File: src/rtl/tag_fail_unit.sv
module tag_fail_unit #(
  parameter int ADDR_W  = 64,
  parameter int TAG_BIT = 55,
  parameter int SYND_W  = 25,
  parameter int VEC_W   = 12
) (
  input  logic              clk,
  input  logic              rst_n,
  input  logic              ev_valid,
  input  logic [ADDR_W-1:0] ev_addr,
  input  logic              ev_write,
  input  logic [1:0]        cur_lvl,
  input  logic [1:0]        mode_l3,
  input  logic [1:0]        mode_l2,
  input  logic [1:0]        mode_l1,
  input  logic [1:0]        mode_l0_host,
  input  logic [1:0]        mode_l0_guest,
  input  logic              host_en,
  input  logic              trap_gen,
  input  logic              clr_valid,
  input  logic [6:0]        clr_mask,
  output logic              flt_valid,
  output logic [1:0]        flt_lvl,
  output logic [SYND_W-1:0] flt_synd,
  output logic [ADDR_W-1:0] flt_addr,
  output logic [VEC_W-1:0]  flt_vec_off,
  output logic [6:0]        tf_flags
);
  localparam logic [1:0] MODE_FAULT  = 2'b01;
  localparam logic [1:0] MODE_RECORD = 2'b10;
  localparam logic [5:0] SYND_CODE   = 6'b010001;

  logic [1:0]        eff_mode;
  logic              fire, rec;
  logic [1:0]        tgt_lvl;
  logic [6:0]        set_vec, clr_vec;
  logic [SYND_W-1:0] synd_nxt;

  always_comb begin
    case (cur_lvl)
      2'd3:    eff_mode = mode_l3;
      2'd2:    eff_mode = mode_l2;
      2'd1:    eff_mode = mode_l1;
      default: eff_mode = (host_en && trap_gen) ? mode_l0_host : mode_l0_guest;
    endcase
  end

  assign fire    = ev_valid && (eff_mode == MODE_FAULT);
  assign rec     = ev_valid && (eff_mode == MODE_RECORD);
  assign tgt_lvl = (cur_lvl == 2'd0) ? (trap_gen ? 2'd2 : 2'd1) : cur_lvl;
  assign clr_vec = clr_valid ? clr_mask : 7'd0;

  always_comb begin
    set_vec = '0;
    if (rec) begin
      if (cur_lvl == 2'd3) set_vec[6] = 1'b1;
      else                 set_vec[{cur_lvl, ev_addr[TAG_BIT]}] = 1'b1;
    end
  end

  always_comb begin
    synd_nxt      = '0;
    synd_nxt[5:0] = SYND_CODE;
    synd_nxt[6]   = ev_write;
  end

  always_ff @(posedge clk or negedge rst_n) begin
    if (!rst_n) begin
      flt_valid <= 1'b0;
      flt_lvl   <= '0;
      flt_synd  <= '0;
      flt_addr  <= '0;
      tf_flags  <= '0;
    end else begin
      flt_valid <= fire;
      if (fire) begin
        flt_lvl  <= tgt_lvl;
        flt_synd <= synd_nxt;
        flt_addr <= ev_addr;
      end
      tf_flags <= (tf_flags & ~clr_vec) | set_vec;
    end
  end

  assign flt_vec_off = '0;

  a_r4_fault_pulse: assert property (@(posedge clk) disable iff (!rst_n)
    fire |=> flt_valid);
  a_r11_idle_quiet: assert property (@(posedge clk) disable iff (!rst_n)
    !ev_valid |=> !flt_valid);
  a_r7_record_no_fault: assert property (@(posedge clk) disable iff (!rst_n)
    rec |=> !flt_valid);
  a_r5_target_nonzero: assert property (@(posedge clk) disable iff (!rst_n)
    flt_valid |-> flt_lvl != 2'd0);
  a_r6_synd_code: assert property (@(posedge clk) disable iff (!rst_n)
    flt_valid |-> flt_synd[5:0] == SYND_CODE);
  a_r10_sticky: assert property (@(posedge clk) disable iff (!rst_n)
    !clr_valid |=> (tf_flags & $past(tf_flags)) == $past(tf_flags));
  a_r7_one_flag: assert property (@(posedge clk) disable iff (!rst_n)
    (rec && !clr_valid) |=> $countones(tf_flags ^ $past(tf_flags)) <= 1);
endmodule

File: config.mk
export PLATFORM = sky130hd
export DESIGN_NAME = tag_fail_unit
export DESIGN_NICKNAME = d
export VERILOG_FILES = /design/src/rtl/tag_fail_unit.sv
export SDC_FILE = /design/constraint.sdc
export NUM_CORES = 1
export LEC_CHECK = 0
export BUFFER_PORTS_ARGS = -buffer_cell sky130_fd_sc_hd__buf_2
export CORE_ASPECT_RATIO = 1.25
export CORE_MARGIN = 2
export CORE_UTILIZATION = 46
export CTS_CLUSTER_DIAMETER = 60
export DETAILED_ROUTE_END_ITERATION = 12
export GPL_TIMING_DRIVEN = 0
export MAX_ROUTING_LAYER = met4
export PLACE_DENSITY = 0.91
export SYNTH_ARGS = -nofsm -noshare
export SYNTH_HDL_FRONTEND = slang
export SYNTH_SLANG_ARGS = --single-unit
File: constraint.sdc
create_clock -name clk -period 1.5 [get_ports clk]
set_clock_uncertainty 0.05 [all_clocks]
set_input_delay 0 -clock clk [delete_from_list [all_inputs] [get_ports clk]]
set_output_delay 0 -clock clk [all_outputs]
set_load 0.03 [all_outputs]
==> flow_summary.ini <==
[run_status]
status = finished with violations
failed_checks = negative setup slack

[critical_path]
worst_setup_path_end_kind = flop
path_buf_inv = 4
required_ps = 1680
criticalPathCategory = input pin to flop
start_kind = input pin
cp_common_cell = buf_12
crit_family = compound AO/OA/AOI/OAI gates
path_max_fanout = 7
slowest_stage = a2111o_1
crit_path_max_incr_delay_ps = 390
crit_arrival_ps = 1760
crit_chain = buf_12 -> or2_4 -> a311o_1 -> a2111o_1 -> buf_6 -> buf_12 -> clkbuf_16 -> mux2_4

[synth]
synthTopCellsByArea = dfrtp_1 58%, mux2_2 20%, buf_4 8.0%, mux2_4 3.2%, nand2_1 1.8%
post-synth-top-area-cell = dfrtp_1
synth-seq-cells = 76
ys_seq_area_share_pct = 57.62
synth_simple_gate_area_share_pct = 3.980
synth_compound_area_share_pct = 3.601
synth_top_area_share_pct = 57.62
synth-main-ff-cell = dfrtp_1
ys_types = 29
avgSynthCellArea_um2 = 13.81
synth-xor-area-share_pct = 0
synth_mux_area_share_pct = 24.22
ys.warnings.count = 0
synth-edff-count = 0
synth_top_family_by_area = multiplexers
netlist_instances = 239
syn_area_um2 = 3301
ys_async_sr_fraction_pct = 100.0
synth_fa_ha_area_share_pct = 0

[clock_network]
cts-htree-levels = 3
cts_tree = built
clock_path_buffers = 2
clk_latency_ps = 340
numCtsBuffers = 9
path_clk_slew_ps = 80
cts-root-buf = clkbuf_8
cts_sinks = 76

[global_route]
grt_pass1_vias = 3238
grt_pass1_wl_um = 15040
grt_use_total_pct = 25.95
grt-ovfl-total = 0
grt_max_degree = 77
antenna_found_initial = 0

[routing]
detail_route.wl_per_cell_um = 15.77
postRouteAntennaNets = 0
post-route-drc-count = 0
dr.pass1.iters = 4
totalWireLength_um = 10020
viasPerCell = 4.668
drt-initial-drc-count = 90
vias = 2964

[pwr]
peakVddDrop_mv = 1.050
pwr_density_cell_nw_per_um2 = 1386
total_power_mw = 7.758
leakage_nw = 2.874

[sta]
slew_headroom_pct = 37.64
report.final.slew_viol_count = 0
finalHoldViolations = 0
setup_ws_ps = -79.49
grt_setup_unrepaired = yes
setup_violations = 53
clock.fmax_ghz = 0.6331
fin_setup_tns_ps = -1482
min_period_over_period_pct = 105.3
post-route-min-period_ps = 1579
tightest_slew_ps = 935.4

[place]
dp.cells = 527
dp_hpwl_um = 5876
gp_congestion = 0.8355
portBuffers = 165

[floorplan]
core-area_um2 = 6977
die_width_um = 79.77
num_rows = 34
chipHeight_um = 98.71
boundaryPins = 201
dieArea_um2 = 7873
initial_utilization_pct = 47.31

[layout]
area_growth_pct = 69.60
nNetsFinal = 630
drive_gt1_share_pct = 55.05
diodes = 0
fin_cells = 635

[run]
drv_cap = 0

[hold_path]
hp-class = input pin to flop
## stage by stage
stage	hold slack (ps)	area (um^2)	utilization, %	setup slack [ps]
2_1_floorplan	-345.6	3432	-	-343.2
3_3_place_gp	180.7	4370	62.64	-499.4
3_5_place_dp	151.5	4373	62.68	-524.7
4_1_cts	13.68	5552	79.57	-45.63
5_1_grt	38.05	5598	80.24	-88.38
6_report	28.43	5598	80.24	-79.49
## power breakdown
group          switching [mW]  total (mW)  internal (mW)  leakage (nW)
Combinational            1.86        3.03           1.17          1.86
Clock                   0.763        1.87           1.11         0.109
Sequential              0.276        2.86           2.59         0.910
Total                    2.90        7.76           4.86          2.87
## sequential cells by signal, summed over array words and instances, names as in the netlist
name	flops
flt_addr	64
flt_synd	2
flt_valid	1
flt_lvl	2
tf_flags	7
## Yosys cell counts (2+ instances only)
| cell type | count |
|---|---|
| nand4b_1 | 2 |
| mux2_2 | 59 |
| o31ai_1 | 3 |
| buf_6 | 3 |
| dfrtp_1 | 76 |
| nand2_1 | 16 |
| buf_2 | 6 |
| nand2b_1 | 2 |
| mux2_4 | 7 |
| a21boi_0 | 2 |
| mux2i_1 | 3 |
| o21ai_0 | 6 |
| buf_4 | 35 |
| inv_1 | 4 |
## layout make-up
type	count	area, um^2
tap	90	112.6
inverter	4	15.01
clock buffer	10	127.6
buffer	45	366.6
clock inverter	6	112.6
sequential	76	1902
multi-input combinational	147	1192
fill	370	1379
timing repair buffer	257	1769
## per-layer routing
layer  global-route usage (%)  wire [um]  share of wire [%]
met5                        -          0                  0
met4                    13.43        433                4.3
met3                    4.945        635                6.3
met2                    49.19       5509                 55
met1                    23.87       3437                 34
## path summary, 6_finish.rpt
kind,startpoint,end,slack (ps),depth (start not counted)
max,cur_lvl[0],flt_addr[33],-80,8
min,trap_gen,flt_lvl[1],30,3
max reg2reg,flt_addr[8],flt_addr[8],670,1
min reg2reg,flt_addr[21],flt_addr[21],460,1
max in group asynchronous,rst_n,flt_addr[28],510,2
min in group asynchronous,rst_n,flt_addr[34],270,2
## cells by family (layout without fill, tap and decap cells)
family	count (synthesis)	count (layout)
DFF	76	76
muxes	69	69
buffers and inverters	49	322
and+or+nand+nor	27	27
AOI/OAI and AO/OA	17	17
other	1	34
## cell usage in the layout (no fill, tap or decap), types with 4 or more instances in the layout
cell,synthesis,layout
buf_2,6,167
dlygate4sd3_1,0,87
dfrtp_1,76,76
mux2_2,59,59
buf_4,35,39
conb_1,1,34
nand2_1,16,16
clkbuf_8,0,9
mux2_4,7,7
o21ai_0,6,6
buf_12,0,4
inv_1,4,4
## tightest hold or removal path, delay by kind of cell
| kind | cells | cell delay (ps) |
|---|---|---|
| muxes | 1 | 130 |
| AOI/OAI and AO/OA | 1 | 80 |
| buffers and inverters | 1 | 150 |
## timing repair
| item | in CTS | in global routing |
|---|---|---|
| gates cloned | 0 | 1 |
| buffers inserted | 3 | 1 |
| resized for setup | 9 | 4 |
| setup endpoints to repair | 57 | 67 |
| hold endpoints to repair | 148 | 0 |
| hold buffers | 87 | 0 |
(Power assumes the default switching activity.)
